[src/rtl/axs_pkg.sv]
package axs_pkg;
    typedef enum logic [2:0] {
        ST_IDLE,
        ST_LOAD,
        ST_SHIFT,
        ST_STORE,
        ST_FINISH
    } axs_state_e;

    localparam logic [1:0] RA_CTRL  = 2'd0;
    localparam logic [1:0] RA_LAST  = 2'd1;
    localparam logic [1:0] RA_COUNT = 2'd2;
    localparam logic [1:0] RA_STAT  = 2'd3;
endpackage

[src/rtl/axs_tick.sv]
module axs_tick #(
    parameter int HALF = 2
) (
    input  logic clk,
    input  logic rst_n,
    input  logic run,
    output logic tick
);
    localparam int TW = (HALF > 1) ? $clog2(HALF) : 1;

    logic [TW-1:0] cnt;

    assign tick = run && (cnt == TW'(HALF - 1));

    always_ff @(posedge clk or negedge rst_n) begin
        if (!rst_n)
            cnt <= '0;
        else if (!run || tick)
            cnt <= '0;
        else
            cnt <= cnt + 1'b1;
    end
endmodule

[src/rtl/axs_shift.sv]
module axs_shift #(
    parameter int DW = 8
) (
    input  logic          clk,
    input  logic          rst_n,
    input  logic          load,
    input  logic [DW-1:0] load_byte,
    input  logic          rise,
    input  logic          fall,
    input  logic          sdi,
    output logic          sdo,
    output logic [DW-1:0] rx_byte
);
    logic [DW-1:0] shreg;
    logic          sdo_q;

    always_ff @(posedge clk or negedge rst_n) begin
        if (!rst_n) begin
            shreg <= '0;
            sdo_q <= 1'b1;
        end else if (load) begin
            shreg <= load_byte;
            sdo_q <= load_byte[DW-1];
        end else begin
            if (rise)
                shreg <= {shreg[DW-2:0], sdi};
            if (fall)
                sdo_q <= shreg[DW-1];
        end
    end

    assign sdo     = sdo_q;
    assign rx_byte = shreg;
endmodule

[src/rtl/axs_bufram.sv]
module axs_bufram #(
    parameter int DEPTH = 32,
    parameter int DW    = 8
) (
    input  logic                     clk,
    input  logic                     we,
    input  logic [$clog2(DEPTH)-1:0] waddr,
    input  logic [DW-1:0]            wdata,
    input  logic [$clog2(DEPTH)-1:0] raddr_a,
    output logic [DW-1:0]            rdata_a,
    input  logic [$clog2(DEPTH)-1:0] raddr_b,
    output logic [DW-1:0]            rdata_b
);
    logic [DW-1:0] mem [DEPTH];

    always_ff @(posedge clk) begin
        if (we)
            mem[waddr] <= wdata;
    end

    assign rdata_a = mem[raddr_a];
    assign rdata_b = mem[raddr_b];
endmodule

[src/rtl/autoxfer_serial.sv]
module autoxfer_serial
    import axs_pkg::*;
#(
    parameter int DEPTH = 32,
    parameter int DW    = 8,
    parameter int HALF  = 2
) (
    input  logic                     clk,
    input  logic                     rst_n,
    input  logic                     reg_we,
    input  logic [1:0]               reg_addr,
    input  logic [7:0]               reg_wdata,
    output logic [7:0]               reg_rdata,
    input  logic                     buf_we,
    input  logic [$clog2(DEPTH)-1:0] buf_addr,
    input  logic [DW-1:0]            buf_wdata,
    output logic [DW-1:0]            buf_rdata,
    input  logic                     shift_err,
    output logic                     sck,
    output logic                     sdo,
    input  logic                     sdi,
    output logic                     irq
);
    localparam int AW = $clog2(DEPTH);
    localparam int CW = AW + 1;
    localparam int BW = $clog2(DW);

    axs_state_e     state, nstate;
    logic           en_q, erren_q, susp_q, err_q, phase_hi;
    logic [AW-1:0]  last_q;
    logic [CW-1:0]  count;
    logic [BW-1:0]  bitcnt;
    logic           tick, busy, ctrl_wr, start_req, end_now;
    logic           rise_ev, fall_ev, last_bit, eng_we, load;
    logic [DW-1:0]  fetch_byte, rx_byte, ram_wdata;
    logic [AW-1:0]  ram_waddr;

    assign busy      = (state != ST_IDLE);
    assign ctrl_wr   = reg_we && (reg_addr == RA_CTRL);
    assign start_req = ctrl_wr && reg_wdata[2] && reg_wdata[0] && !busy;
    assign rise_ev   = (state == ST_SHIFT) && tick && !phase_hi;
    assign fall_ev   = (state == ST_SHIFT) && tick && phase_hi && (bitcnt != BW'(DW - 1));
    assign last_bit  = (state == ST_SHIFT) && tick && phase_hi && (bitcnt == BW'(DW - 1));
    assign end_now   = (count[AW-1:0] == last_q) || susp_q || (err_q && erren_q);

    axs_tick #(.HALF(HALF)) u_tick (
        .clk(clk), .rst_n(rst_n), .run(state == ST_SHIFT), .tick(tick)
    );

    axs_shift #(.DW(DW)) u_shift (
        .clk(clk), .rst_n(rst_n), .load(load), .load_byte(fetch_byte),
        .rise(rise_ev), .fall(fall_ev), .sdi(sdi), .sdo(sdo), .rx_byte(rx_byte)
    );

    assign ram_waddr = eng_we ? count[AW-1:0] : buf_addr;
    assign ram_wdata = eng_we ? rx_byte : buf_wdata;

    axs_bufram #(.DEPTH(DEPTH), .DW(DW)) u_ram (
        .clk(clk), .we(eng_we || buf_we), .waddr(ram_waddr), .wdata(ram_wdata),
        .raddr_a(buf_addr), .rdata_a(buf_rdata),
        .raddr_b(count[AW-1:0]), .rdata_b(fetch_byte)
    );

    // State register
    always_ff @(posedge clk or negedge rst_n) begin
        if (!rst_n)
            state <= ST_IDLE;
        else
            state <= nstate;
    end

    // Next-state logic
    always_comb begin
        nstate = state;
        unique case (state)
            ST_IDLE:   if (start_req) nstate = ST_LOAD;
            ST_LOAD:   nstate = ST_SHIFT;
            ST_SHIFT:  if (last_bit) nstate = ST_STORE;
            ST_STORE:  nstate = end_now ? ST_FINISH : ST_LOAD;
            ST_FINISH: nstate = ST_IDLE;
            default:   nstate = ST_IDLE;
        endcase
        if (busy && !en_q)
            nstate = ST_IDLE;
    end

    // State outputs
    always_comb begin
        sck    = !((state == ST_SHIFT) && !phase_hi);
        irq    = (state == ST_FINISH);
        eng_we = (state == ST_STORE);
        load   = (state == ST_LOAD);
    end

    // Control and progress registers
    always_ff @(posedge clk or negedge rst_n) begin
        if (!rst_n) begin
            en_q     <= 1'b0;
            erren_q  <= 1'b0;
            susp_q   <= 1'b0;
            err_q    <= 1'b0;
            last_q   <= '0;
            count    <= '0;
            phase_hi <= 1'b0;
            bitcnt   <= '0;
        end else begin
            if (ctrl_wr) begin
                en_q    <= reg_wdata[0];
                erren_q <= reg_wdata[1];
                if (reg_wdata[3] && busy)
                    susp_q <= 1'b1;
            end
            if (reg_we && (reg_addr == RA_LAST) && !busy)
                last_q <= reg_wdata[AW-1:0];
            if (shift_err)
                err_q <= 1'b1;
            if (load) begin
                phase_hi <= 1'b0;
                bitcnt   <= '0;
            end
            if (rise_ev)
                phase_hi <= 1'b1;
            if (fall_ev || last_bit)
                phase_hi <= 1'b0;
            if (fall_ev)
                bitcnt <= bitcnt + 1'b1;
            if (state == ST_STORE)
                count <= count + 1'b1;
            if (state == ST_FINISH)
                susp_q <= 1'b0;
            if (start_req) begin
                count  <= '0;
                err_q  <= 1'b0;
                susp_q <= 1'b0;
            end
            if (busy && !en_q) begin
                count    <= '0;
                susp_q   <= 1'b0;
                err_q    <= 1'b0;
                phase_hi <= 1'b0;
            end
        end
    end

    // Register read
    always_comb begin
        unique case (reg_addr)
            RA_CTRL:  reg_rdata = {4'b0, susp_q, 1'b0, erren_q, en_q};
            RA_LAST:  reg_rdata = 8'(last_q);
            RA_COUNT: reg_rdata = 8'(count);
            RA_STAT:  reg_rdata = {6'b0, err_q, busy};
            default:  reg_rdata = 8'h00;
        endcase
    end

    assert_sdo_rise_R2: assert property (@(posedge clk) disable iff (!rst_n)
        $rose(sck) |-> $stable(sdo));
    assert_count_step_R4: assert property (@(posedge clk) disable iff (!rst_n)
        (busy && $past(busy)) |-> (count == $past(count) || count == $past(count) + CW'(1)));
    assert_stop_R7: assert property (@(posedge clk) disable iff (!rst_n)
        (busy && !en_q) |=> (!busy && !irq && sck && count == '0));
    assert_irq_pulse_R8: assert property (@(posedge clk) disable iff (!rst_n)
        irq |=> !irq);
    assert_irq_idle_R8: assert property (@(posedge clk) disable iff (!rst_n)
        irq |=> !busy);
    assert_last_hold_R9: assert property (@(posedge clk) disable iff (!rst_n)
        (busy && $past(busy)) |-> $stable(last_q));
endmodule

[config.mk]
export PLATFORM = sky130hd
export DESIGN_NAME = autoxfer_serial
export DESIGN_NICKNAME = d
export VERILOG_FILES = /design/src/rtl/axs_pkg.sv /design/src/rtl/axs_tick.sv /design/src/rtl/axs_shift.sv /design/src/rtl/axs_bufram.sv /design/src/rtl/autoxfer_serial.sv
export SDC_FILE = /design/constraint.sdc
export NUM_CORES = 1
export LEC_CHECK = 0
export BUFFER_PORTS_ARGS = -buffer_cell sky130_fd_sc_hd__buf_2
export CORE_ASPECT_RATIO = 0.75
export CORE_MARGIN = 3
export CORE_UTILIZATION = 40
export CTS_BUF_LIST = sky130_fd_sc_hd__clkbuf_8 sky130_fd_sc_hd__clkbuf_16
export DETAILED_ROUTE_END_ITERATION = 10
export PLACE_DENSITY = 0.56
export SLEW_MARGIN = 40
export SYNTH_ARGS = -nofsm -noshare
export SYNTH_HDL_FRONTEND = slang
export SYNTH_SLANG_ARGS = --single-unit
[constraint.sdc]
create_clock -name clk -period 3 [get_ports clk]
set_input_delay 0.6 -clock clk [delete_from_list [all_inputs] [get_ports clk]]
set_output_delay 0.6 -clock clk [all_outputs]
set_load 0.1 [all_outputs]
==> metrics.cfg <==
[floorplan]
initial_utilization_pct=41.18
row_count=58
die_w_microns=221.9
pin_count=48
core-area_sq_um=33960
die_area_sq_um=37260
die_h_microns=167.9

[power]
totalPowerFinal_mw=9.827
cellLeakagePower_nw=5.561
powerDensity_nw_per_um2=592.8
ir_drop_mv=0.4619

[finish]
layout_common_cells=edfxtp_1 (256), mux4_2 (120), buf_4 (85)
fillers=2857
final_common_cell=edfxtp_1
final_net_count=981
syn_to_final_growth_pct=18.54
final_cells=1424
drive_gt1_share_pct=34.02

[timing]
worst_pin_slew_ns=0.8746
clock-skew-final_ns=0.02637
layout_min_cycle_time_ns=3.126
maxSlewHeadroom_pct=41.55
drv_slew=0
tns_ns=-0.8581
timing.fmax_mhz=319.8
setup_viol=8
worst_slack_ns=-0.1265
rsz0062_at_grt=true
final_hold_viol_count=0
min_period_over_period_pct=104.2

[drt]
drc=0
drt-total-wl_mm=40.23
ant_nets=0
avgRoutedWirePerCell_microns=28.25
dr.pass1.iters=6
dr.first_iter.drc_count=990
vias=8415
avgViaCountPerCell=5.909

[logic_synthesis]
synth_area_sq_um=13980
synthDistinctLibCells=60
syn_inst=840
synth_area_per_cell_sq_um=16.65
synthArstFlopShare_pct=11.11
ys_seq_area_share_pct=60.71
synth-edff-count=256
synth_seq_cells=288
yosys_warnings=0
synth_flop_cell=edfxtp_1

[clock_network]
numCtsBuffers=30
h-tree-depth=1
cts.path.max_buffers=3
cts_root_buffer=clkbuf_16
cts_sinks=288
cts_tree=built
clk_latency_ns=0.58
cts.reportedPaths.clkPinSlew_ns=0.06

[min_path]
min_path_type=in2reg
worstHoldPathCells=3

[setup_path]
arrival_ns=2.53
cp.required_ns=2.40
crit_fanout=2
end_kind=primary output
critical_path_class=reg2out
critPathLaunchType=flip-flop
rr_worst_depth=6

[run_status]
status=complete, but fails checks
violations=negative setup slack

[placement]
gp_congestion=0.8715
portBuffers=42
dp.cells=1360
dp_hpwl_mm=27.80

[global_route]
grt_max_degree=33
grt_overflow=0
grt_pass1_vias=8413
grt_pass1_wl_mm=58.68
antenna_found_initial=2
gr-usage-all-layers_pct=21.68

[run]
maxCapViolations=0

synth_stat cells (7+ instances only):
cell | count | area share [%]
buf_6 | 12 | 0.97
dfrtp_1 | 31 | 5.5
a22oi_1 | 7 | 0.38
nor2_1 | 50 | 1.3
buf_4 | 8 | 0.43
nor3_1 | 11 | 0.39
a21oi_1 | 23 | 0.82
mux2_2 | 13 | 1.0
clkbuf_1 | 30 | 0.81
nand2_1 | 58 | 1.6
xor2_1 | 7 | 0.44
nor2b_1 | 23 | 1.0
buf_2 | 8 | 0.29
o221ai_1 | 10 | 0.63
mux4_2 | 120 | 19
edfxtp_1 | 256 | 55
mux2i_1 | 54 | 3.9
o21ai_1 | 14 | 0.50
nand3_1 | 9 | 0.32
flip-flops by register name, summed over array words and instances, names as in the netlist:
signal and count:
last_q 5, u_shift.sdo 1, u_shift.rx_byte 8, u_ram.mem 256, count 6, phase_hi 1, err_q 1, state 3
en_q 1, u_tick.cnt 1, erren_q 1, bitcnt 3, susp_q 1
worst max-delay path: stages (launching register included):
cell      delay (ns)
edfxtp_1        0.37
mux4_2          0.56
mux4_2          0.55
mux2_4          0.31
buf_12          0.17
final cells by class:
class                   count  area [sq um]  share of cell area [%]
inverters                   6         22.52                  0.1359
repair buffers            140          1286                   7.759
well taps                 450         563.0                   3.396
clock buffers              34         817.0                   4.929
diodes                      1         2.502                 0.01510
flip-flops and latches    288          8494                   51.24
clock inverters            22         239.0                   1.442
multi-input cells         483          5152                   31.08
power breakdown:
| part | leakage [nW] | switching (mW) | internal, mW |
|---|---|---|---|
| clock network | 0.529 | 1.58 | 2.37 |
| logic | 2.32 | 0.736 | 0.521 |
| registers | 2.71 | 0.107 | 4.51 |
worst paths after layout:
check                                  from                  to  slack, ns
setup / recovery           u_ram.mem[31][2]        buf_rdata[2]      -0.13
setup reg to reg                   count[0]  u_shift.rx_byte[1]       0.18
hold reg to reg                   bitcnt[0]           bitcnt[0]       0.50
min in group asynchronous             rst_n           bitcnt[0]       0.51
max in group asynchronous             rst_n            count[0]       2.11
hold / removal                    shift_err               err_q       0.27
stage by stage:
step | hold WS [ns] | worst slack [ns] | util [%] | cell area [sq um]
after floorplan | 0.3044 | 0.05061 | - | 14030
after global placement | 0.4736 | -0.3605 | 45.00 | 15280
after detailed placement | 0.4937 | -0.3613 | 45.07 | 15310
after CTS | 0.1050 | -0.1609 | 48.70 | 16540
after global routing | 0.2732 | -0.1987 | 48.80 | 16570
final | 0.2698 | -0.1265 | 48.81 | 16580
cells by family after synthesis:
logic type / count (synthesis) / share of synthesized area [%]
compound gates: 95 / 4.733
mux: 189 / 24.40
xor+xnor: 11 / 0.6889
other cells: 1 / 0.02682
fa+ha+maj: 3 / 0.2684
simple gates: 183 / 6.290
buf+inv: 70 / 2.890
flops: 288 / 60.71
what timing repair did:
action / CTS / global route
cloned: 1 / 0
hold buffers: 0 / 1
gates resized for setup: 37 / 0
endpoints found under the setup margin: 9 / 8
setup buffers: 2 / 3
endpoints found under the hold margin: 0 / 9
layer usage:
layer	wire [microns]	GRT usage (%)	vias up
met2	17660	31.95	315
met4	567	3.447	0
met1	17960	32.66	4410
met5	0	0	-
li1	-	-	3650
met3	4046	6.415	40
Power figures use the tool's default switching activity.
